<file path="src/rtl/tws_pkg.sv">
package tws_pkg;
  localparam int BYTE_W = 8;

  typedef enum logic [2:0] {
    BS_IDLE,
    BS_ADDR,
    BS_ADDR_ACK,
    BS_WR,
    BS_WR_ACK,
    BS_RD,
    BS_RD_ACK,
    BS_SKIP
  } bus_state_t;
endpackage

</file>
<file path="src/rtl/tws_line_filter.sv">
module tws_line_filter #(
  parameter int   SYNC_STAGES = 2,
  parameter int   FILT_LEN    = 4,
  parameter logic IDLE_LVL    = 1'b1
) (
  input  logic clk,
  input  logic rst,
  input  logic raw_i,
  output logic clean_o
);
  localparam int CW = $clog2(FILT_LEN + 1);

  logic [SYNC_STAGES-1:0] sync_q;
  logic [CW-1:0]          run_q;
  logic                   sync_last;

  assign sync_last = sync_q[SYNC_STAGES-1];

  always_ff @(posedge clk) begin
    if (rst) sync_q <= {SYNC_STAGES{IDLE_LVL}};
    else     sync_q <= {sync_q[SYNC_STAGES-2:0], raw_i};
  end

  // Output follows the synchronized line only after FILT_LEN differing samples
  always_ff @(posedge clk) begin
    if (rst) begin
      run_q   <= '0;
      clean_o <= IDLE_LVL;
    end else if (sync_last == clean_o) begin
      run_q <= '0;
    end else if (run_q == CW'(FILT_LEN - 1)) begin
      clean_o <= sync_last;
      run_q   <= '0;
    end else begin
      run_q <= run_q + 1'b1;
    end
  end

  // filtered level only moves to a value the synchronizer already held
  assert_filter_follow_R10: assert property (@(posedge clk) disable iff (rst)
    !$stable(clean_o) |-> (clean_o == $past(sync_last)));
endmodule

</file>
<file path="src/rtl/tws_bus_engine.sv">
module tws_bus_engine
  import tws_pkg::*;
#(
  parameter logic [6:0] DEV_ADDR = 7'b0111000
) (
  input  logic              clk,
  input  logic              rst,
  input  logic              scl_f,
  input  logic              sda_f,
  input  logic [BYTE_W-1:0] dn_byte,
  output logic              drive_low,
  output logic              wr_en,
  output logic              wr_sel,
  output logic [BYTE_W-1:0] wr_data
);
  localparam int BCW = $clog2(BYTE_W + 1);

  bus_state_t        state;
  logic              scl_q, sda_q;
  logic              scl_rise, scl_fall, start_c, stop_c;
  logic [BCW-1:0]    bit_cnt;
  logic [BYTE_W-1:0] rx_sh, tx_sh;
  logic              first_byte, ptr, rw_bit, m_nack;

  always_ff @(posedge clk) begin
    if (rst) begin
      scl_q <= 1'b1;
      sda_q <= 1'b1;
    end else begin
      scl_q <= scl_f;
      sda_q <= sda_f;
    end
  end

  assign scl_rise = scl_f & ~scl_q;
  assign scl_fall = ~scl_f & scl_q;
  assign start_c  = scl_f & scl_q & sda_q & ~sda_f;
  assign stop_c   = scl_f & scl_q & ~sda_q & sda_f;

  always_ff @(posedge clk) begin
    wr_en <= 1'b0;
    if (rst) begin
      state      <= BS_IDLE;
      bit_cnt    <= '0;
      rx_sh      <= '0;
      tx_sh      <= '0;
      first_byte <= 1'b1;
      ptr        <= 1'b0;
      rw_bit     <= 1'b0;
      m_nack     <= 1'b0;
      drive_low  <= 1'b0;
      wr_sel     <= 1'b0;
      wr_data    <= '0;
    end else if (start_c) begin
      state      <= BS_ADDR;
      bit_cnt    <= '0;
      first_byte <= 1'b1;
      drive_low  <= 1'b0;
    end else if (stop_c) begin
      state     <= BS_IDLE;
      drive_low <= 1'b0;
    end else begin
      case (state)
        BS_ADDR, BS_WR: begin
          if (scl_rise && bit_cnt != BCW'(BYTE_W)) begin
            rx_sh   <= {rx_sh[BYTE_W-2:0], sda_f};
            bit_cnt <= bit_cnt + 1'b1;
          end else if (scl_fall && bit_cnt == BCW'(BYTE_W)) begin
            bit_cnt <= '0;
            if (state == BS_ADDR) begin
              if (rx_sh[7:1] == DEV_ADDR) begin
                drive_low <= 1'b1;
                rw_bit    <= rx_sh[0];
                state     <= BS_ADDR_ACK;
              end else begin
                state <= BS_SKIP;
              end
            end else begin
              drive_low <= 1'b1;
              state     <= BS_WR_ACK;
              if (first_byte) begin
                ptr        <= rx_sh[0];
                first_byte <= 1'b0;
              end else begin
                wr_en   <= 1'b1;
                wr_sel  <= ptr;
                wr_data <= rx_sh;
                ptr     <= ~ptr;
              end
            end
          end
        end
        BS_ADDR_ACK: if (scl_fall) begin
          bit_cnt <= '0;
          if (rw_bit) begin
            state     <= BS_RD;
            tx_sh     <= dn_byte;
            drive_low <= ~dn_byte[BYTE_W-1];
          end else begin
            state     <= BS_WR;
            drive_low <= 1'b0;
          end
        end
        BS_WR_ACK: if (scl_fall) begin
          drive_low <= 1'b0;
          state     <= BS_WR;
        end
        BS_RD: begin
          if (scl_rise) begin
            bit_cnt <= bit_cnt + 1'b1;
          end else if (scl_fall) begin
            if (bit_cnt == BCW'(BYTE_W)) begin
              drive_low <= 1'b0;
              state     <= BS_RD_ACK;
            end else begin
              tx_sh     <= {tx_sh[BYTE_W-2:0], 1'b0};
              drive_low <= ~tx_sh[BYTE_W-2];
            end
          end
        end
        BS_RD_ACK: begin
          if (scl_rise) begin
            m_nack <= sda_f;
          end else if (scl_fall) begin
            if (m_nack) begin
              state <= BS_SKIP;
            end else begin
              state     <= BS_RD;
              bit_cnt   <= '0;
              tx_sh     <= dn_byte;
              drive_low <= ~dn_byte[BYTE_W-1];
            end
          end
        end
        default: drive_low <= 1'b0;
      endcase
    end
  end

  // an idle or non-addressed slave never pulls SDA
  assert_released_idle_R1: assert property (@(posedge clk) disable iff (rst)
    (state == BS_IDLE || state == BS_SKIP) |-> !drive_low);

  // a store coincides with the slave acknowledging that byte
  assert_store_acked_R4: assert property (@(posedge clk) disable iff (rst)
    wr_en |-> drive_low);

  // the slave starts pulling SDA only while the filtered SCL is low
  assert_pull_scl_low_R5: assert property (@(posedge clk) disable iff (rst)
    $rose(drive_low) |-> !scl_f);
endmodule

</file>
<file path="src/rtl/tws_report_stage.sv">
module tws_report_stage
  import tws_pkg::*;
#(
  parameter int BTN_W = 8
) (
  input  logic                  clk,
  input  logic                  rst,
  input  logic [BTN_W-1:0]      btn_i,
  input  logic                  wr_en,
  input  logic                  wr_sel,
  input  logic [BYTE_W-1:0]     wr_data,
  input  logic                  dn_load,
  input  logic [BYTE_W-1:0]     dn_data,
  input  logic                  rpt_ack,
  output logic                  rpt_valid,
  output logic [BTN_W+15:0]     rpt_data,
  output logic [BYTE_W-1:0]     dn_byte
);
  localparam int NREG = 2;

  logic [BYTE_W-1:0] bank_q  [NREG];
  logic [BYTE_W-1:0] bank_nx [NREG];
  logic [BTN_W-1:0]  btn_q;
  logic              trig;

  for (genvar g = 0; g < NREG; g++) begin : g_bank
    assign bank_nx[g] = (wr_en && (int'(wr_sel) == g)) ? wr_data : bank_q[g];
    always_ff @(posedge clk) begin
      if (rst) bank_q[g] <= '0;
      else     bank_q[g] <= bank_nx[g];
    end
  end

  always_ff @(posedge clk) begin
    if (rst) btn_q <= '0;
    else     btn_q <= btn_i;
  end

  assign trig = wr_en | (btn_i != btn_q);

  always_ff @(posedge clk) begin
    if (rst) begin
      rpt_valid <= 1'b0;
      rpt_data  <= '0;
    end else if (trig) begin
      rpt_valid <= 1'b1;
      rpt_data  <= {bank_nx[1], bank_nx[0], btn_i};
    end else if (rpt_ack) begin
      rpt_valid <= 1'b0;
    end
  end

  always_ff @(posedge clk) begin
    if (rst)          dn_byte <= '0;
    else if (dn_load) dn_byte <= dn_data;
  end

  // a store raises the pending flag on the next edge
  assert_store_pending_R6: assert property (@(posedge clk) disable iff (rst)
    wr_en |=> rpt_valid);

  // an even store lands in report bits 15:8
  assert_even_slot_R6: assert property (@(posedge clk) disable iff (rst)
    (wr_en && !wr_sel) |=> (rpt_data[BTN_W+7:BTN_W] == $past(wr_data)));

  // ack without a new trigger drops the flag
  assert_ack_clears_R8: assert property (@(posedge clk) disable iff (rst)
    (rpt_valid && rpt_ack && !trig) |=> !rpt_valid);

  // an untaken report stays pending
  assert_pending_held_R8: assert property (@(posedge clk) disable iff (rst)
    (rpt_valid && !rpt_ack) |=> rpt_valid);
endmodule

</file>
<file path="src/rtl/mcu_link_slave.sv">
module mcu_link_slave
  import tws_pkg::*;
#(
  parameter logic [6:0] DEV_ADDR    = 7'b0111000,
  parameter int         SYNC_STAGES = 2,
  parameter int         FILT_LEN    = 4,
  parameter int         BTN_W       = 8
) (
  input  logic               clk,
  input  logic               rst,
  input  logic               scl_i,
  input  logic               sda_i,
  output logic               sda_pull_o,
  input  logic [BTN_W-1:0]   btn_i,
  input  logic               dn_load_i,
  input  logic [7:0]         dn_data_i,
  output logic               rpt_valid_o,
  output logic [BTN_W+15:0]  rpt_data_o,
  input  logic               rpt_ack_i
);
  localparam int NLINES = 2;

  logic [NLINES-1:0] raw_lines, clean_lines;
  logic              wr_en, wr_sel;
  logic [BYTE_W-1:0] wr_data, dn_byte;

  assign raw_lines = {sda_i, scl_i};

  for (genvar i = 0; i < NLINES; i++) begin : g_line
    tws_line_filter #(
      .SYNC_STAGES(SYNC_STAGES),
      .FILT_LEN   (FILT_LEN),
      .IDLE_LVL   (1'b1)
    ) u_filt (
      .clk    (clk),
      .rst    (rst),
      .raw_i  (raw_lines[i]),
      .clean_o(clean_lines[i])
    );
  end

  tws_bus_engine #(
    .DEV_ADDR(DEV_ADDR)
  ) u_engine (
    .clk      (clk),
    .rst      (rst),
    .scl_f    (clean_lines[0]),
    .sda_f    (clean_lines[1]),
    .dn_byte  (dn_byte),
    .drive_low(sda_pull_o),
    .wr_en    (wr_en),
    .wr_sel   (wr_sel),
    .wr_data  (wr_data)
  );

  tws_report_stage #(
    .BTN_W(BTN_W)
  ) u_stage (
    .clk      (clk),
    .rst      (rst),
    .btn_i    (btn_i),
    .wr_en    (wr_en),
    .wr_sel   (wr_sel),
    .wr_data  (wr_data),
    .dn_load  (dn_load_i),
    .dn_data  (dn_data_i),
    .rpt_ack  (rpt_ack_i),
    .rpt_valid(rpt_valid_o),
    .rpt_data (rpt_data_o),
    .dn_byte  (dn_byte)
  );
endmodule

</file>
<file path="config.mk">
export PLATFORM = sky130hd
export DESIGN_NAME = mcu_link_slave
export DESIGN_NICKNAME = d
export VERILOG_FILES = /design/src/rtl/tws_pkg.sv /design/src/rtl/tws_line_filter.sv /design/src/rtl/tws_bus_engine.sv /design/src/rtl/tws_report_stage.sv /design/src/rtl/mcu_link_slave.sv
export SDC_FILE = /design/constraint.sdc
export NUM_CORES = 1
export LEC_CHECK = 0
export BUFFER_PORTS_ARGS = -buffer_cell sky130_fd_sc_hd__buf_2
export CELL_PAD_IN_SITES_DETAIL_PLACEMENT = 0
export CELL_PAD_IN_SITES_GLOBAL_PLACEMENT = 2
export CORE_MARGIN = 8
export CORE_UTILIZATION = 39
export DETAILED_ROUTE_END_ITERATION = 8
export PLACE_DENSITY = 0.84
export SLEW_MARGIN = 0
export SYNTH_ARGS = -nofsm -noshare
export SYNTH_HDL_FRONTEND = slang
export SYNTH_SLANG_ARGS = --single-unit
</file>
<file path="constraint.sdc">
create_clock -name clk -period 3.2 [get_ports clk]
set_clock_uncertainty 0.2 [all_clocks]
set_input_delay 0.64 -clock clk [delete_from_list [all_inputs] [get_ports clk]]
set_output_delay 0.64 -clock clk [all_outputs]
set_load 0.005 [all_outputs]
</file>
* Yosys cells after proc, flatten, opt, wreduce, memory -nomap -nowiden
Memory sizes are Yosys's and may differ from the RTL's.
Cells that the tools add are included.
** Cells by class
- Equal/unequal tests :: 38
- Reductions and logical operators :: 28
- Bitwise operators :: 27
- Add/sub/neg operators :: 3
- Mux-type cells :: 58
** Operators by type and width (count)
- $mux W7 :: 8
- $mux W3 :: 12
- $mux W8 :: 4
- $reduce_and A10 Y1 :: 3
- $mux W4 :: 7
- $ne A4 B1 Y1 const B :: 6
- $mux W1 :: 22
- $pmux W7 S3 :: 1
- $not A1 Y1 :: 17
- $ne A2 B1 Y1 const B :: 8
- $pmux W4 S4 :: 1
- $pmux W3 S5 :: 1
- $reduce_and A7 Y1 :: 2
- $eq A3 B2 Y1 const B :: 4
- $ne A4 B4 Y1 const B :: 3
- $reduce_and A11 Y1 :: 1
- $ne A2 B2 Y1 const B :: 5
- $eq A3 B3 Y1 const B :: 3
- $reduce_or A3 Y1 :: 3
- $ne A8 B8 Y1 :: 1
- $reduce_and A4 Y1 :: 2
- $reduce_and A8 Y1 :: 1
- $and A1 B1 Y1 :: 7
- $eq A7 B6 Y1 const B :: 1
- other kinds (22) :: 31
** Word-level totals
- Input bits :: 22
- Memory bits (writable) :: 16
- Logic and storage cells :: 180
- Output and inout bits :: 26
- Register bits :: 92
- Memories kept :: 1
** Memory list
- u_stage.bank_q :: depth 2, bits a word 8, read ports 2, clocked after Yosys merged registers in 0, wr ports 2, RTL line tws_report_stage.sv:21 : logic [BYTE_W-1:0] bank_q [NREG];

* Depth between registers and ports, before layout
- Depth after elaboration :: 8
- Mapped depth :: 8
- Gate-level depth less buffers :: 7

* Cells and area by module
A second synthesis with hierarchy kept.
** Second synthesis, totals
- Cell total of the unflattened synthesis :: 469
- Area total of the unflattened synthesis :: 4690.7 um^2
** By module, submodules not included
- tws_report_stage :: instances 1, cells each 197, area each 2222.1 um^2
- tws_bus_engine :: instances 1, cells each 238, area each 2040.7 um^2
- tws_line_filter :: instances 2, cells each 17, area each 214.0 um^2

* Worst setup path after synthesis
Ideal clock, no wire load.
- Path kind :: input-to-reg
- Start :: input btn_i[6]
- End :: register u_stage.rpt_data[1]
- Arrival :: 1.927 ns
- Stages :: 7
- Library setup time :: 0.128 ns
- Slack :: 0.946 ns
- Data required time :: 2.872 ns
- Path through :: xnor2_1 -> nand3_1 -> or4_1 -> clkbuf_1 -> clkbuf_1 -> mux2i_1 -> nor2_1
** On the way
- Longest elaborated chain between the ends :: 2
** Ends and longest elaborated chain
- from (decl) :: RTL line mcu_link_slave.sv:14 : input logic [BTN_W-1:0] btn_i,
- $ne A8 B8 Y1 :: RTL line tws_report_stage.sv:39 : assign trig = wr_en | (btn_i != btn_q);
- $or A1 B1 Y1 :: RTL line tws_report_stage.sv:39
- to (signal assigned) :: RTL line tws_report_stage.sv:47 : rpt_data <= {bank_nx[1], bank_nx[0], btn_i};
- to (decl) :: RTL line tws_report_stage.sv:16 : output logic [BTN_W+15:0] rpt_data,
No other way between the ends.
A chain may end at the register's enable or synchronous reset.

* Final worst setup path
- Start :: register u_engine.state[0]
- End :: register u_engine.wr_data[0]
** On the way
- Longest elaborated chain between the ends :: 3
- Elaborated cells between the ends (all ways) :: 5
** Ends and longest elaborated chain
- from (decl) :: RTL line tws_bus_engine.sv:18 : bus_state_t state;
- from (signal assigned) :: RTL line tws_bus_engine.sv:43 : state <= BS_IDLE;
- from (signal assigned) :: RTL line tws_bus_engine.sv:55 : state <= BS_ADDR;
- from (signal assigned) :: RTL line tws_bus_engine.sv:60 : state <= BS_IDLE;
- $eq A3 B2 Y1 / $eq A3 B1 Y1 (equally long branches) :: RTL line tws_bus_engine.sv:63, tws_bus_engine.sv:70
- $reduce_or A2 Y1 / $not A1 Y1 (equally long branches)
- $reduce_and A7 Y1 (no line) (*)
- to (signal assigned) :: RTL line tws_bus_engine.sv:87 : wr_data <= rx_sh;
- to (decl) :: RTL line tws_bus_engine.sv:14 : output logic [BYTE_W-1:0] wr_data
Mark *: on every way between the ends. The rest lies on a longest branch, timed or not.

==> impl_metrics.json <==
{
  "syn-num-nets": 490,
  "crit_path_end_kind": "flop",
  "relSlewSlack_pct": 56.1,
  "yosysTopAreaCellShare_pct": 49.9,
  "die_area_sq_um": 14700,
  "synth_seq_cells": 108,
  "setup-tns-final_ns": 0,
  "mostFrequentLayoutCells": "108 x dfxtp_1, 90 x nor2_1, 59 x mux2i_1",
  "startpoint_type": "flop",
  "die_w_um": 121,
  "synthAdderAreaFrac_pct": 1.73,
  "crit_arrival_ns": 2.58,
  "rows": 38,
  "maxCapViolations": 0,
  "peakVddDrop_mv": 0.261,
  "core_sq_um": 10800,
  "cts_root_buf": "clkbuf_8",
  "p_leak_nw": 2.26,
  "synth_area_per_cell_sq_um": 9.37,
  "synth_area_sq_um": 4330,
  "cts.clk_slew.worst_paths_ns": 0.10,
  "initial_utilization_pct": 39.9,
  "finalHoldViolCount": 0,
  "crit_fanout": 17,
  "endpoint": "u_engine.wr_data[0]",
  "fillCellCount": 1054,
  "firstDrtPassIters": 4,
  "nets": 523,
  "setup_ws_ns": 0.675,
  "final_common_cell": "dfxtp_1",
  "grt_max_degree": 77,
  "synth_ff_type": "dfxtp_1",
  "synth_top_family_by_area": "simple AND/OR/NAND/NOR gates",
  "hold_path.class": "reg2reg",
  "wirelength_mm": 8.32,
  "grt_overflow": 0,
  "port-buffer-count": 47,
  "fp.dieH_um": 121,
  "fmax_ghz": 0.396,
  "synth_top_area_cell": "dfxtp_1",
  "setup_viol_count_final": 0,
  "synth_mux_area_share_pct": 13.6,
  "insertedDiodeCount": 0,
  "cts_sinks": 108,
  "drc": 0,
  "ant_nets": 0,
  "timing.rr.end": "u_engine.wr_data[0]",
  "r2r_cells": 5,
  "syn_inst": 462,
  "final_cells": 640,
  "rsz0062_at_grt": "no",
  "synth_xor_area_share_pct": 2.22,
  "cts_resized": 0,
  "wire_per_inst_um": 13.0,
  "r2r_start": "u_engine.state[0]",
  "ctsLongestPathBuffers": 2,
  "vias_per_cell": 4.94,
  "drtIter0Drc": 179,
  "numCtsBuffers": 9,
  "cts-hold-fix-buffers": 0,
  "drive_gt1_share_pct": 14.8,
  "synth-seq-area-share_pct": 49.9,
  "rrSetupSlack_ns": 0.67,
  "vias": 3164,
  "synth_compound_area_share_pct": 8.70,
  "synth-simple-area-share_pct": 19.7,
  "placedCellCount": 624,
  "max_slew.worst_pin.slew_ns": 0.652,
  "critPathKind": "reg2reg",
  "startpoint": "u_engine.state[0]",
  "dp_slack_ns": 0.601,
  "post-route-period-util_pct": 78.9,
  "yosys_warnings": 0,
  "post_cts_buffers": 0,
  "gp_congestion": 0.780,
  "ys_top_cells_by_area": "dfxtp_1 50%, mux2i_1 14%, nor2_1 7.8%, a211oi_1 3.1%, nand2_1 3.0%",
  "grt_pass1_wl_mm": 14.1,
  "area_growth_pct": 12.3,
  "place_hpwl_mm": 5.60,
  "finalCriticalPeriod_ns": 2.53,
  "io_pins": 48,
  "cts_tree": "yes",
  "clk-insertion-delay-late_ns": 0.36,
  "async_reset_ff_share_pct": 0,
  "powerDensity_nw_per_um2": 485,
  "grt_pass1_vias": 2950,
  "yosysUniqueCellTypes": 48,
  "antenna_found_initial": 0,
  "synth_edf_count": 0,
  "outcome": "completed",
  "track_usage_pct": 11.7,
  "required_ns": 3.25,
  "h-tree-depth": 3,
  "report.final.slew_viol_count": 0
}
-- sequential cells by signal, summed over array words and instances (netlist names), 2 cells and up --
name	count
u_stage.btn_q	8
u_engine.rx_sh	8
u_engine.wr_data	8
u_engine.bit_cnt	4
u_engine.tx_sh	7
u_stage.rpt_data	24
u_engine.state	3
g_line.u_filt.run_q	6
u_stage.dn_byte	8
g_line.u_filt.clean_o	2
g_line.u_filt.sync_q	4
u_stage.bank_q	16
-- per-stage QoR --
stage / area [sq um] / util (%) / hold slack, ns / power (mW)
after floorplan: 4330 / - / 0.189 / 1.46
after global placement: 4650 / 42.9 / 0.196 / 1.50
after detailed placement: 4650 / 42.9 / 0.194 / 1.50
after CTS: 4860 / 44.9 / 0.218 / 2.40
after global routing: 4860 / 44.9 / 0.223 / 2.47
final: 4860 / 44.9 / 0.216 / 2.36
-- cells in the mapped netlist, types with 3 or more instances --
| library cell | number |
|---|---|
| clkbuf_1 | 21 |
| ha_1 | 6 |
| buf_6 | 3 |
| nand3_1 | 6 |
| nor2_1 | 90 |
| nor3b_1 | 3 |
| or2_2 | 5 |
| o21ai_0 | 8 |
| a31oi_1 | 3 |
| or3_1 | 3 |
| nor2b_1 | 14 |
| nand2_1 | 35 |
| xnor2_1 | 10 |
| a211oi_1 | 18 |
| dfxtp_1 | 108 |
| a21oi_1 | 11 |
| nand2b_1 | 3 |
| nor3_1 | 5 |
| mux2i_1 | 59 |
| inv_1 | 11 |
| buf_2 | 3 |
| or4_1 | 3 |
-- critical path, cell delays in order, from the launching register on --
cell and delay [ns]:
dfxtp_1 0.66, nor2b_1 0.35, nand4_1 0.31, nor2_2 0.57, mux2i_1 0.26, nor2_1 0.06
-- layout make-up --
type	count	area (sq um)	share of cell area, %
Tap cell	140	175	3.60
Sequential cell	108	2160	44.4
Clock inverter	5	85.1	1.75
Multi-Input combinational cell	314	1990	40.9
Inverter	11	41.3	0.849
Clock buffer	11	131	2.70
Timing Repair Buffer	51	278	5.71
-- cell families after synthesis --
kind of cell / count (synthesis)
compound gates: 55
xor+xnor: 11
fa+ha+maj: 6
buf+inv: 40
flops: 108
mux: 59
simple gates: 183
-- layer usage --
layer	vias to the layer above	track usage (%)	part of all wire, %
li1	1631	-	-
met1	1462	14.7	49
met2	64	18.2	45
met3	7	4.37	5.3
met4	0	3.47	1.0
met5	-	0	0
-- report_power, final --
group          internal, mW  leakage [nW]  switching, mW
logic                0.0413          1.28         0.0483
clock network         0.446         0.104          0.451
registers              1.36         0.877        0.00984
-- worst min-delay path by stage --
| stage | from | end | slack (ns) | cells past startpoint |
|---|---|---|---|---|
| floorplan | g_line[0].u_filt.sync_q[0] | g_line[0].u_filt.sync_q[1] | 0.19 | 1 |
| global placement | g_line[1].u_filt.sync_q[0] | g_line[1].u_filt.sync_q[1] | 0.20 | 1 |
| detailed placement | g_line[1].u_filt.sync_q[0] | g_line[1].u_filt.sync_q[1] | 0.19 | 1 |
| CTS | g_line[1].u_filt.sync_q[0] | g_line[1].u_filt.sync_q[1] | 0.22 | 1 |
| global route | sda_i | g_line[1].u_filt.sync_q[0] | 0.22 | 2 |
| finish | g_line[1].u_filt.sync_q[0] | g_line[1].u_filt.sync_q[1] | 0.22 | 1 |
Note: power is estimated with default switching activity, not from simulation.
